File: src/rtl/pdt_pkg.sv
package pdt_pkg;
  localparam int FLIT_W = 32;
  localparam int KIND_W = 4;
  localparam logic [KIND_W-1:0] KIND_DATA = 4'h1;
  localparam logic [KIND_W-1:0] KIND_LOCK = 4'h2;
  localparam int HDR_FLITS = 4;

  typedef enum logic [1:0] {
    ST_IDLE = 2'd0,
    ST_DHDR = 2'd1,
    ST_DPAY = 2'd2,
    ST_LOCK = 2'd3
  } pdt_state_e;
endpackage

File: src/rtl/pdt_cmd_fifo.sv
module pdt_cmd_fifo #(
  parameter int W     = 44,
  parameter int DEPTH = 4
) (
  input  logic         clk,
  input  logic         rst_n,
  input  logic         push,
  input  logic [W-1:0] din,
  input  logic         pop,
  output logic [W-1:0] dout,
  output logic         full,
  output logic         empty
);
  localparam int PTR_W = (DEPTH > 1) ? $clog2(DEPTH) : 1;
  localparam int CNT_W = $clog2(DEPTH + 1);

  logic [W-1:0]     store [DEPTH];
  logic [PTR_W-1:0] wr_q, wr_d, rd_q, rd_d;
  logic [CNT_W-1:0] cnt_q, cnt_d;

  function automatic logic [PTR_W-1:0] ptr_inc(input logic [PTR_W-1:0] p);
    return (p == PTR_W'(DEPTH - 1)) ? '0 : p + PTR_W'(1);
  endfunction

  always_comb begin
    wr_d  = wr_q;
    rd_d  = rd_q;
    cnt_d = cnt_q;
    if (push) wr_d = ptr_inc(wr_q);
    if (pop)  rd_d = ptr_inc(rd_q);
    if (push && !pop) cnt_d = cnt_q + CNT_W'(1);
    else if (pop && !push) cnt_d = cnt_q - CNT_W'(1);
  end

  always_ff @(posedge clk or negedge rst_n) begin
    if (!rst_n) begin
      wr_q  <= '0;
      rd_q  <= '0;
      cnt_q <= '0;
    end else begin
      wr_q  <= wr_d;
      rd_q  <= rd_d;
      cnt_q <= cnt_d;
    end
  end

  always_ff @(posedge clk) begin
    if (push) store[wr_q] <= din;
  end

  assign dout  = store[rd_q];
  assign full  = (cnt_q == CNT_W'(DEPTH));
  assign empty = (cnt_q == '0);

  // the engine only takes a command that is actually queued
  assert_pop_nonempty_R11: assert property (@(posedge clk) disable iff (!rst_n)
    pop |-> !empty);
  // occupancy never passes the depth
  assert_no_overflow_R2: assert property (@(posedge clk) disable iff (!rst_n)
    cnt_q <= CNT_W'(DEPTH));
endmodule

File: src/rtl/pdt_seg_calc.sv
module pdt_seg_calc #(
  parameter int LEN_W   = 12,
  parameter int MAX_PAY = 16,
  parameter int PAY_W   = 5
) (
  input  logic [LEN_W-1:0] words_left,
  output logic [PAY_W-1:0] pkt_pay
);
  always_comb begin
    if (words_left >= LEN_W'(MAX_PAY)) pkt_pay = PAY_W'(MAX_PAY);
    else                              pkt_pay = words_left[PAY_W-1:0];
  end

  // a non-empty remainder always yields a packet of 1..MAX_PAY words
  always_comb begin
    if (words_left != '0)
      assert_pay_range_R4: assert (pkt_pay != '0 && pkt_pay <= PAY_W'(MAX_PAY));
  end
endmodule

File: src/rtl/pdt_hdr_gen.sv
module pdt_hdr_gen
  import pdt_pkg::*;
#(
  parameter int DEST_W = 16,
  parameter int LEN_W  = 12,
  parameter int PAY_W  = 5
) (
  input  logic              is_lock,
  input  logic [1:0]        sel,
  input  logic [DEST_W-1:0] dest,
  input  logic [PAY_W-1:0]  pay,
  input  logic [LEN_W-1:0]  pkt_idx,
  input  logic [LEN_W-1:0]  word_ofs,
  input  logic [LEN_W-1:0]  total,
  output logic [FLIT_W-1:0] word
);
  localparam int PAD_W = FLIT_W - KIND_W - DEST_W;

  logic [KIND_W-1:0] kind;
  assign kind = is_lock ? KIND_LOCK : KIND_DATA;

  always_comb begin
    unique case (sel)
      2'd0: word = {kind, {PAD_W{1'b0}}, dest};
      2'd1: word = is_lock ? '0 : {{(FLIT_W-PAY_W){1'b0}}, pay};
      2'd2: word = {{(FLIT_W-LEN_W){1'b0}}, pkt_idx};
      default: word = {{(FLIT_W-LEN_W){1'b0}}, (is_lock ? total : word_ofs)};
    endcase
  end
endmodule

File: src/rtl/pkt_dma_tx.sv
module pkt_dma_tx
  import pdt_pkg::*;
#(
  parameter int ADDR_W     = 16,
  parameter int LEN_W      = 12,
  parameter int DEST_W     = 16,
  parameter int QUEUE_DEPTH = 4,
  parameter int MAX_PAY    = 16
) (
  input  logic              clk,
  input  logic              rst_n,
  input  logic              cmd_valid,
  output logic              cmd_ready,
  input  logic [ADDR_W-1:0] cmd_addr,
  input  logic [LEN_W-1:0]  cmd_len,
  input  logic [DEST_W-1:0] cmd_dest,
  output logic              mem_rd_en,
  output logic [ADDR_W-1:0] mem_addr,
  input  logic [31:0]       mem_rdata,
  output logic              flit_valid,
  input  logic              flit_ready,
  output logic [31:0]       flit_data,
  output logic              flit_last,
  output logic              done
);
  localparam int CMD_W = ADDR_W + LEN_W + DEST_W;
  localparam int PAY_W = $clog2(MAX_PAY + 1);
  localparam logic [1:0] HDR_END = 2'(HDR_FLITS - 1);

  // command queue
  logic             q_push, q_pop, q_full, q_empty;
  logic [CMD_W-1:0] q_head;
  logic [ADDR_W-1:0] h_addr;
  logic [LEN_W-1:0]  h_len;
  logic [DEST_W-1:0] h_dest;

  assign q_push    = cmd_valid && !q_full;
  assign cmd_ready = !q_full;
  assign {h_addr, h_len, h_dest} = q_head;

  pdt_cmd_fifo #(.W(CMD_W), .DEPTH(QUEUE_DEPTH)) u_queue (
    .clk   (clk),
    .rst_n (rst_n),
    .push  (q_push),
    .din   ({cmd_addr, cmd_len, cmd_dest}),
    .pop   (q_pop),
    .dout  (q_head),
    .full  (q_full),
    .empty (q_empty)
  );

  // state
  pdt_state_e        state_q, state_d;
  logic [1:0]        hcnt_q, hcnt_d;
  logic [PAY_W-1:0]  pcnt_q, pcnt_d;
  logic [PAY_W-1:0]  cpay_q, cpay_d;
  logic [LEN_W-1:0]  rem_q, rem_d;
  logic [LEN_W-1:0]  len_q, len_d;
  logic [LEN_W-1:0]  pidx_q, pidx_d;
  logic [ADDR_W-1:0] addr_q, addr_d;
  logic [DEST_W-1:0] dest_q, dest_d;
  logic              done_q, done_d;

  // packet sizing
  logic [LEN_W-1:0] seg_in;
  logic [PAY_W-1:0] seg_pay;
  assign seg_in = (state_q == ST_IDLE) ? h_len : rem_q - LEN_W'(1);

  pdt_seg_calc #(.LEN_W(LEN_W), .MAX_PAY(MAX_PAY), .PAY_W(PAY_W)) u_seg (
    .words_left (seg_in),
    .pkt_pay    (seg_pay)
  );

  // header words
  logic [31:0] hdr_word;
  pdt_hdr_gen #(.DEST_W(DEST_W), .LEN_W(LEN_W), .PAY_W(PAY_W)) u_hdr (
    .is_lock  (state_q == ST_LOCK),
    .sel      (hcnt_q),
    .dest     (dest_q),
    .pay      (cpay_q),
    .pkt_idx  (pidx_q),
    .word_ofs (len_q - rem_q),
    .total    (len_q),
    .word     (hdr_word)
  );

  logic pay_end;
  assign pay_end = (pcnt_q == cpay_q - PAY_W'(1));

  // next state
  always_comb begin
    state_d = state_q;
    hcnt_d  = hcnt_q;
    pcnt_d  = pcnt_q;
    cpay_d  = cpay_q;
    rem_d   = rem_q;
    len_d   = len_q;
    pidx_d  = pidx_q;
    addr_d  = addr_q;
    dest_d  = dest_q;
    done_d  = 1'b0;
    q_pop   = 1'b0;
    unique case (state_q)
      ST_IDLE: begin
        if (!q_empty) begin
          q_pop   = 1'b1;
          addr_d  = h_addr;
          len_d   = h_len;
          rem_d   = h_len;
          dest_d  = h_dest;
          pidx_d  = '0;
          hcnt_d  = '0;
          pcnt_d  = '0;
          cpay_d  = seg_pay;
          state_d = (h_len == '0) ? ST_LOCK : ST_DHDR;
        end
      end
      ST_DHDR: begin
        if (flit_ready) begin
          hcnt_d = hcnt_q + 2'd1;
          if (hcnt_q == HDR_END) begin
            pcnt_d  = '0;
            state_d = ST_DPAY;
          end
        end
      end
      ST_DPAY: begin
        if (flit_ready) begin
          addr_d = addr_q + ADDR_W'(1);
          rem_d  = rem_q - LEN_W'(1);
          pcnt_d = pcnt_q + PAY_W'(1);
          if (pay_end) begin
            pidx_d = pidx_q + LEN_W'(1);
            hcnt_d = '0;
            if (rem_q == LEN_W'(1)) begin
              state_d = ST_LOCK;
            end else begin
              cpay_d  = seg_pay;
              state_d = ST_DHDR;
            end
          end
        end
      end
      default: begin
        if (flit_ready) begin
          hcnt_d = hcnt_q + 2'd1;
          if (hcnt_q == HDR_END) begin
            done_d  = 1'b1;
            state_d = ST_IDLE;
          end
        end
      end
    endcase
  end

  // registers
  always_ff @(posedge clk or negedge rst_n) begin
    if (!rst_n) begin
      state_q <= ST_IDLE;
      hcnt_q  <= '0;
      pcnt_q  <= '0;
      cpay_q  <= '0;
      rem_q   <= '0;
      len_q   <= '0;
      pidx_q  <= '0;
      addr_q  <= '0;
      dest_q  <= '0;
      done_q  <= 1'b0;
    end else begin
      state_q <= state_d;
      hcnt_q  <= hcnt_d;
      pcnt_q  <= pcnt_d;
      cpay_q  <= cpay_d;
      rem_q   <= rem_d;
      len_q   <= len_d;
      pidx_q  <= pidx_d;
      addr_q  <= addr_d;
      dest_q  <= dest_d;
      done_q  <= done_d;
    end
  end

  // outputs
  assign flit_valid = (state_q != ST_IDLE);
  assign mem_rd_en  = (state_q == ST_DPAY);
  assign mem_addr   = addr_q;
  assign flit_data  = (state_q == ST_DPAY) ? mem_rdata : hdr_word;
  assign flit_last  = ((state_q == ST_DPAY) && pay_end) ||
                      ((state_q == ST_LOCK) && (hcnt_q == HDR_END));
  assign done       = done_q;

  // a stalled flit is held unchanged
  assert_stall_hold_R9: assert property (@(posedge clk) disable iff (!rst_n)
    flit_valid && !flit_ready |=> flit_valid && $stable(flit_data) && $stable(flit_last));
  // done lasts one cycle
  assert_done_single_R10: assert property (@(posedge clk) disable iff (!rst_n)
    done |=> !done);
  // done follows an accepted lock tail
  assert_done_after_lock_R10: assert property (@(posedge clk) disable iff (!rst_n)
    done |-> $past(state_q == ST_LOCK && flit_ready && flit_last));
  // payload counter stays inside the packet size
  assert_pay_bound_R4: assert property (@(posedge clk) disable iff (!rst_n)
    state_q == ST_DPAY |-> pcnt_q < cpay_q && cpay_q <= PAY_W'(MAX_PAY));
endmodule

File: config.mk
export PLATFORM = sky130hd
export DESIGN_NAME = pkt_dma_tx
export DESIGN_NICKNAME = d
export VERILOG_FILES = /design/src/rtl/pdt_pkg.sv /design/src/rtl/pdt_cmd_fifo.sv /design/src/rtl/pdt_seg_calc.sv /design/src/rtl/pdt_hdr_gen.sv /design/src/rtl/pkt_dma_tx.sv
export SDC_FILE = /design/constraint.sdc
export NUM_CORES = 1
export LEC_CHECK = 0
export ABC_AREA = 1
export BUFFER_PORTS_ARGS = -buffer_cell sky130_fd_sc_hd__buf_2
export CAP_MARGIN = 10
export CORE_ASPECT_RATIO = 0.9
export CORE_MARGIN = 10
export CORE_UTILIZATION = 47
export DETAILED_ROUTE_END_ITERATION = 12
export GPL_TIMING_DRIVEN = 0
export PLACE_DENSITY = 0.66
export SLEW_MARGIN = 40
export SYNTH_ARGS = -nofsm -noshare
export SYNTH_HDL_FRONTEND = slang
export SYNTH_SLANG_ARGS = --single-unit
File: constraint.sdc
create_clock -name clk -period 2.8 [get_ports clk]
set_input_delay 0.28 -clock clk [delete_from_list [all_inputs] [get_ports clk]]
set_output_delay 0.28 -clock clk [all_outputs]
set_load 0.02 [all_outputs]
# ---- Word-level counts from Yosys, hierarchy flattened
# Memories as Yosys holds them, arrays and structs flattened.
# Cells that the tools add are included.
dict set report word_totals {
  regBits 90
  ramBits 176
  input_bits 80
  output_inout_bits 53
  word_cells 124
  n_memories 1
}
dict set report op_classes {
  add_sub_neg 11
  magnitude_cmp 1
  n_eq_ne 17
  muxes 53
  n_bitwise 1
  reduce_logical 27
}
# name words word_bits rd rd_clocked_by_memory_dff wr line_no
set memory_table {}
lappend memory_table {u_queue.store 4 44 1 0 1 pdt_cmd_fifo.sv:17} ;# logic [W-1:0] store [DEPTH];
# cell count
set op_table {}
lappend op_table {{$pmux W32 S3} 1}
lappend op_table {{$mux W12} 7}
lappend op_table {{$mux W5} 10}
lappend op_table {{$pmux W12 S2} 2}
lappend op_table {{$mux W16} 2}
lappend op_table {{$mux W2} 16}
lappend op_table {{$mux W32} 1}
lappend op_table {{$pmux W16 S2} 1}
lappend op_table {{$add A16 B1 Y16 const B} 1}
lappend op_table {{$pmux W5 S3} 1}
lappend op_table {{$add A12 B1 Y12 const B} 1}
lappend op_table {{$eq A12 B1 Y1 const B} 1}
lappend op_table {{$eq A2 B2 Y1 const B} 6}
lappend op_table {{$ge A12 B5 Y1 const B} 1}
lappend op_table {{$logic_not A12 Y1} 1}
lappend op_table {{$sub A12 B1 Y12 const B} 1}
lappend op_table {{$sub A12 B12 Y12} 1}
lappend op_table {{$pmux W5 S2} 1}
lappend op_table {{$reduce_and A5 Y1} 2}
lappend op_table {{$ne A2 B2 Y1 const B} 4}
lappend op_table {{$reduce_and A4 Y1} 2}
lappend op_table {{$reduce_bool A2 Y1} 4}
lappend op_table {{$mux W1} 7}
lappend op_table {{$reduce_and A7 Y1} 1}
lappend op_table {{22 further kinds} 35}

# ---- Longest topological paths before layout
dict set report depth {
  ltp_word 8
  ltp_mapped 14
  depth_no_buf 14
}

# ---- By module
# From an unflattened synthesis, not the netlist that was laid out.
dict set report unflattened {
  hier_cells 1537
  hier_area_um2 13745.7
}
# mod instances cells_per_inst area_each_um2 seq_area_each_um2
set modules_own_cells {}
lappend modules_own_cells {pdt_cmd_fifo 1 564 7434.6 5460.2}
lappend modules_own_cells {pkt_dma_tx 1 825 5596.6 2077.0}
lappend modules_own_cells {pdt_hdr_gen 1 133 643.1 0.0}
lappend modules_own_cells {pdt_seg_calc 1 15 71.3 0.0}

# ---- Worst setup path before layout
# OpenSTA, ideal clock, no wires.
dict set report synth_path {
  path_kind {reg2reg}
  start {reg u_queue.cnt_q[0]}
  end {mem u_queue.store[0][0] (enable)}
  setup_ns 0.446
  t_arrival_ns 2.674
  required_time_ns 2.354
  slack_ns -0.320
  stages_incl_launch_ff 5
  path_buffers 0
  synth_period_minus_slack_ns 3.120
  path_cell_list {dfrtp_1 inv_1 nand3_1 nand2_1 nor2_1}
}
dict set report synth_between {
  elab_chain_len 5
}
# item line_no
set synth_rtl {}
lappend synth_rtl {{start, declared} pdt_cmd_fifo.sv:19} ;# logic [CNT_W-1:0] cnt_q, cnt_d;
lappend synth_rtl {{start signal, assigned} pdt_cmd_fifo.sv:43} ;# cnt_q <= cnt_d;
lappend synth_rtl {{$eq A3 B3 Y1} pdt_cmd_fifo.sv:52} ;# assign full = (cnt_q == CNT_W'(DEPTH));
lappend synth_rtl {{$logic_not A1 Y1} n/a}
lappend synth_rtl {{net cmd_ready} pkt_dma_tx.sv:13} ;# output logic cmd_ready,
lappend synth_rtl {{$logic_and A1 B1 Y1} pkt_dma_tx.sv:37} ;# assign q_push = cmd_valid && !q_full;
lappend synth_rtl {{$mux W1} pdt_cmd_fifo.sv:48} ;# if (push) store[wr_q] <= din;
lappend synth_rtl {{$mux W1 (implied by the code)} pdt_cmd_fifo.sv:48}
lappend synth_rtl {{end, declared} pdt_cmd_fifo.sv:17}
# The timed path passes the listed nets, and every way through them passes these cells.

# ---- Worst setup path after layout
dict set report layout_path {
  start {reg hcnt_q[0]}
  end {out flit_data[11]}
}
dict set report layout_between {
  elab_chain_len 3
  word_cells_on_any_way 5
  classes_between {eq/ne (2); mux (2); reduce/logical (1)}
}
# item line_no
set layout_rtl {}
lappend layout_rtl {{start, declared} pkt_dma_tx.sv:54} ;# logic [1:0] hcnt_q, hcnt_d;
lappend layout_rtl {{start signal, assigned} pkt_dma_tx.sv:171} ;# hcnt_q <= hcnt_d;
lappend layout_rtl {{$eq A2 B2 Y1, or another cell as far along} pdt_hdr_gen.sv:23} ;# unique case (sel)
lappend layout_rtl {{$pmux W32 S3 *} pdt_hdr_gen.sv:23}
lappend layout_rtl {{$mux W32 *} pkt_dma_tx.sv:187} ;# assign flit_data = (state_q == ST_DPAY) ? mem_rdata : hdr_word;
lappend layout_rtl {{end, declared} pkt_dma_tx.sv:22} ;# output logic [31:0] flit_data,
# Every way passes the cells marked *; elsewhere a longest branch is shown, timed or not.

==> flow_results.xml <==
<?xml version="1.0" encoding="UTF-8"?>
<metrics>
  <group name="yosys">
    <metric name="synth-warning-count" unit="">0</metric>
    <metric name="number_of_synthesized_flops_with_an_enable_pin" unit="">176</metric>
    <metric name="ys_seq_area_share" unit="%">58.5</metric>
    <metric name="synth_nets" unit="">1443</metric>
    <metric name="syn_area_per_cell" unit="µm²">9.65</metric>
    <metric name="number_of_unique_standard_cell_types_used_by_synthesis" unit="">52</metric>
    <metric name="synth_area_leader" unit="">edfxtp_1</metric>
    <metric name="share_of_synthesized_flip_flops_with_an_asynchronous_set_or_reset" unit="%">33.8</metric>
    <metric name="synth_largest_type_area_fraction" unit="%">41.0</metric>
    <metric name="post_synth_instance_area" unit="µm²">12900</metric>
    <metric name="yosys_most_used_dff" unit="">edfxtp_1</metric>
    <metric name="ys_ff_latch" unit="">266</metric>
    <metric name="ys_top_cells_by_area" unit="">edfxtp_1 41%, dfrtp_1 17%, nand2_1 8.2%</metric>
    <metric name="netlist_instances" unit="">1334</metric>
  </group>
  <group name="clocking">
    <metric name="tritoncts" unit="">done</metric>
    <metric name="clkSinkCount" unit="">266</metric>
    <metric name="cts.root.buffer_cell" unit="">clkbuf_16</metric>
    <metric name="cts_buffer_depth" unit="">3</metric>
    <metric name="clk_latency" unit="ns">0.55</metric>
    <metric name="total_cts_buffers" unit="">28</metric>
    <metric name="clkSlewWorstSetupHoldPaths" unit="ns">0.06</metric>
    <metric name="h-tree-depth" unit="">1</metric>
  </group>
  <group name="worst_setup_path">
    <metric name="critical_path_peak_fanout" unit="">10</metric>
    <metric name="worst_path_largest_cell_delay" unit="ns">0.41</metric>
    <metric name="timing.rr.start" unit="">u_queue.cnt_q[0]</metric>
    <metric name="crit_buf_inv" unit="">4</metric>
    <metric name="critPathMostFrequentCell" unit="">inv_1</metric>
    <metric name="timing.critical_path.from_type" unit="">flop</metric>
    <metric name="cp-startpoint" unit="">hcnt_q[0]</metric>
    <metric name="cp_top_family" unit="">buffers and inverters</metric>
    <metric name="cp.arrival" unit="ns">2.48</metric>
    <metric name="required" unit="ns">2.52</metric>
    <metric name="cpMaxStageDelayCell" unit="">dfrtp_1</metric>
    <metric name="cp_cell_sequence" unit="">inv_1 -&gt; ha_1 -&gt; inv_1 -&gt; clkbuf_4 -&gt; o21ai_1 -&gt; a21oi_1 -&gt; a21oi_2 -&gt; buf_4</metric>
    <metric name="criticalPathCategory" unit="">flop to output pin</metric>
    <metric name="critical_path.endpoint_type" unit="">output pin</metric>
  </group>
  <group name="final_layout">
    <metric name="mostFrequentLayoutCell" unit="">nand2_1</metric>
    <metric name="layout.cells.most_common_list" unit="">277 x nand2_1, 176 x edfxtp_1, 146 x buf_2, 141 x nor2_1, 126 x o21ai_0</metric>
    <metric name="final.fill_count" unit="">2297</metric>
    <metric name="num_antenna_cells" unit="">0</metric>
    <metric name="final_layout_size_suffix_gt1_share" unit="%">20.7</metric>
    <metric name="area_growth_syn_to_layout" unit="%">24.4</metric>
    <metric name="fin_nets" unit="">1673</metric>
  </group>
  <group name="pwr">
    <metric name="p_leak" unit="µW">0.00670</metric>
    <metric name="vdd.ir_drop.worst" unit="mV">0.526</metric>
    <metric name="power_density" unit="nW/µm²">1220</metric>
    <metric name="totalPowerFinal" unit="µW">19500</metric>
  </group>
  <group name="sta">
    <metric name="post-route-worst-setup-slack" unit="ns">0.0366</metric>
    <metric name="finalHoldViolCount" unit="">0</metric>
    <metric name="maxSlewHeadroom" unit="%">53.1</metric>
    <metric name="clock_skew_after_layout" unit="ns">0.0259</metric>
    <metric name="setup_viol" unit="">0</metric>
    <metric name="period_needed" unit="ns">2.76</metric>
    <metric name="grt_setup_unrepaired" unit="">true</metric>
    <metric name="max_freq" unit="MHz">362</metric>
    <metric name="min_period_over_period" unit="%">98.7</metric>
    <metric name="timing_worst_slew_pin_value" unit="ns">0.704</metric>
    <metric name="final_slew_viol_count" unit="">0</metric>
  </group>
  <group name="routing">
    <metric name="met3WireLength" unit="µm">3040</metric>
    <metric name="met2RoutedLength" unit="µm">17000</metric>
    <metric name="detailroute.via_count" unit="">10400</metric>
    <metric name="route.detailed.drc" unit="">0</metric>
    <metric name="total_wirelength" unit="µm">36700</metric>
    <metric name="wire_per_inst" unit="µm">18.9</metric>
    <metric name="topRoutingLayerUsed" unit="">met5</metric>
    <metric name="drt-vias-per-instance" unit="">5.38</metric>
    <metric name="drt_first_iter_violations" unit="">987</metric>
    <metric name="dr.pass1.iters" unit="">5</metric>
    <metric name="wirelength_met1" unit="µm">15900</metric>
    <metric name="ant_nets" unit="">0</metric>
  </group>
  <group name="floorplan">
    <metric name="die_footprint" unit="µm²">34400</metric>
    <metric name="chipWidth" unit="µm">194</metric>
    <metric name="ios" unit="">133</metric>
    <metric name="std_cell_rows" unit="">57</metric>
    <metric name="core_region_area" unit="µm²">27000</metric>
    <metric name="die_height" unit="µm">177</metric>
    <metric name="initial_core_util" unit="%">47.6</metric>
  </group>
  <group name="placed_design">
    <metric name="detailedPlacementHpwl" unit="µm">26600</metric>
    <metric name="place_congestion" unit="">0.951</metric>
    <metric name="detailedPlace.worstSlack" unit="ns">0.272</metric>
    <metric name="buffer_ports.inserted" unit="">132</metric>
  </group>
  <group name="grt">
    <metric name="overall_fraction_of_global_route_tracks_in_use" unit="%">20.6</metric>
    <metric name="antenna_found_initial" unit="">1</metric>
    <metric name="first_global_vias" unit="">10100</metric>
    <metric name="grt-ovfl-total" unit="">0</metric>
    <metric name="grt_first_pass_wirelength" unit="µm">56900</metric>
    <metric name="grt_start_max_net_pins" unit="">67</metric>
  </group>
  <group name="status">
    <metric name="result_of_the_run" unit="">finished clean</metric>
  </group>
  <group name="job">
    <metric name="drv_cap" unit="">0</metric>
  </group>
  <group name="min_path">
    <metric name="hold_path.startpoint" unit="">flit_ready</metric>
    <metric name="worst_hold_path_type" unit="">primary input to flop</metric>
  </group>
</metrics>
==> synth_stat cells (6+ instances only) <==
cell and instances:
nand3_1 80, nor3_1 11, xor2_1 25, a21oi_1 56, o21ai_1 16, a31oi_1 7, o21ai_0 133, nand4_1 9
nand2_1 280, buf_6 9, o22ai_1 27, xnor2_1 11, clkbuf_1 17, buf_4 9, ha_1 27, dfrtp_1 90
inv_2 6, or2_2 8, nor2_2 6, inv_1 107, buf_2 23, nor2_1 146, edfxtp_1 176
==> cell families (layout without fill, tap and decap cells) <==
| logic type | Yosys count | in the layout | synth area share, % |
|---|---|---|---|
| simple gates | 561 | 561 | 18.5 |
| compound gates | 269 | 269 | 11.5 |
| flops | 266 | 266 | 58.5 |
| fa+ha+maj | 29 | 29 | 2.93 |
| xor+xnor | 36 | 36 | 2.45 |
| buf+inv | 173 | 425 | 6.05 |
==> sequential cells by signal, indices dropped and copies added, names as in the netlist <==
name           count
u_queue.cnt_q      3
pidx_q            12
state_q            2
dest_q            16
mem_addr          16
len_q             12
done               1
u_queue.rd_q       2
cpay_q             5
u_queue.store    176
pcnt_q             5
hcnt_q             2
rem_q             12
u_queue.wr_q       2
==> worst register-to-register path, delay by kind of cell (launching register included) <==
kind | cells | cell delay (ns)
adders and majority gates | 2 | 0.56
and+or+nand+nor | 2 | 0.29
DFF | 1 | 0.42
AOI/OAI and AO/OA | 2 | 0.27
xor gates and xnor gates | 1 | 0.15
buffers and inverters | 4 | 0.56
==> power breakdown <==
part | internal (µW) | total [µW] | switching [µW]
clock | 2340 | 3860 | 1510
combinational | 3390 | 9690 | 6290
sequential | 5320 | 5960 | 635
total | 11100 | 19500 | 8440
==> cell type report <==
type / instances / area (µm²) / area share (%)
repair buffers: 200 / 1480 / 9.25
flip-flops and latches: 266 / 7540 / 47.1
multi-input cells: 895 / 4790 / 29.9
inverters: 113 / 427 / 2.66
clock inverters: 18 / 225 / 1.41
plain buffers: 60 / 369 / 2.30
well taps: 354 / 443 / 2.76
clock buffers: 34 / 743 / 4.64
==> layer usage <==
metal  track usage (%)  vias up
met5                 0        -
met4              5.32        2
met3              4.11       61
met2              33.1      409
met1              28.0     4948
li1                  -     5014
==> worst paths after layout <==
path,to,slack (ns),cells after the start
min in group asynchronous,pcnt_q[3],0.17,2
setup reg to reg,u_queue.cnt_q[2],0.43,11
hold / removal,done,0.09,3
hold reg to reg,cpay_q[1],0.49,2
setup / recovery,flit_data[11],0.04,8
max in group asynchronous,dest_q[3],1.99,3
==> stage by stage <==
| step | TNS [ns] | instances | cell area [µm²] | util [%] | hold slack, ns |
|---|---|---|---|---|---|
| global placement | -292.43 | 1820 | 14000 | 51.7 | 0.469 |
| CTS | -0.139 | 1930 | 15800 | 58.4 | 0.00879 |
| detailed placement | 0 | 1831 | 14300 | 52.8 | 0.145 |
| global route | -0.0921 | 1940 | 16000 | 59.3 | 0.0838 |
| finish | 0 | 1940 | 16000 | 59.3 | 0.0932 |
| floorplan | -56.24 | 1334 | 12900 | - | -0.0156 |
==> repair_timing <==
item / in CTS / in global routing
buffers inserted: 3 / 9
cloned: 0 / 0
gates resized for setup: 19 / 55
endpoints found under the hold margin: 260 / 4
hold buffers: 44 / 1
pin swaps: 0 / 7
endpoints found under the setup margin: 10 / 17
(Power assumes the default switching activity.)
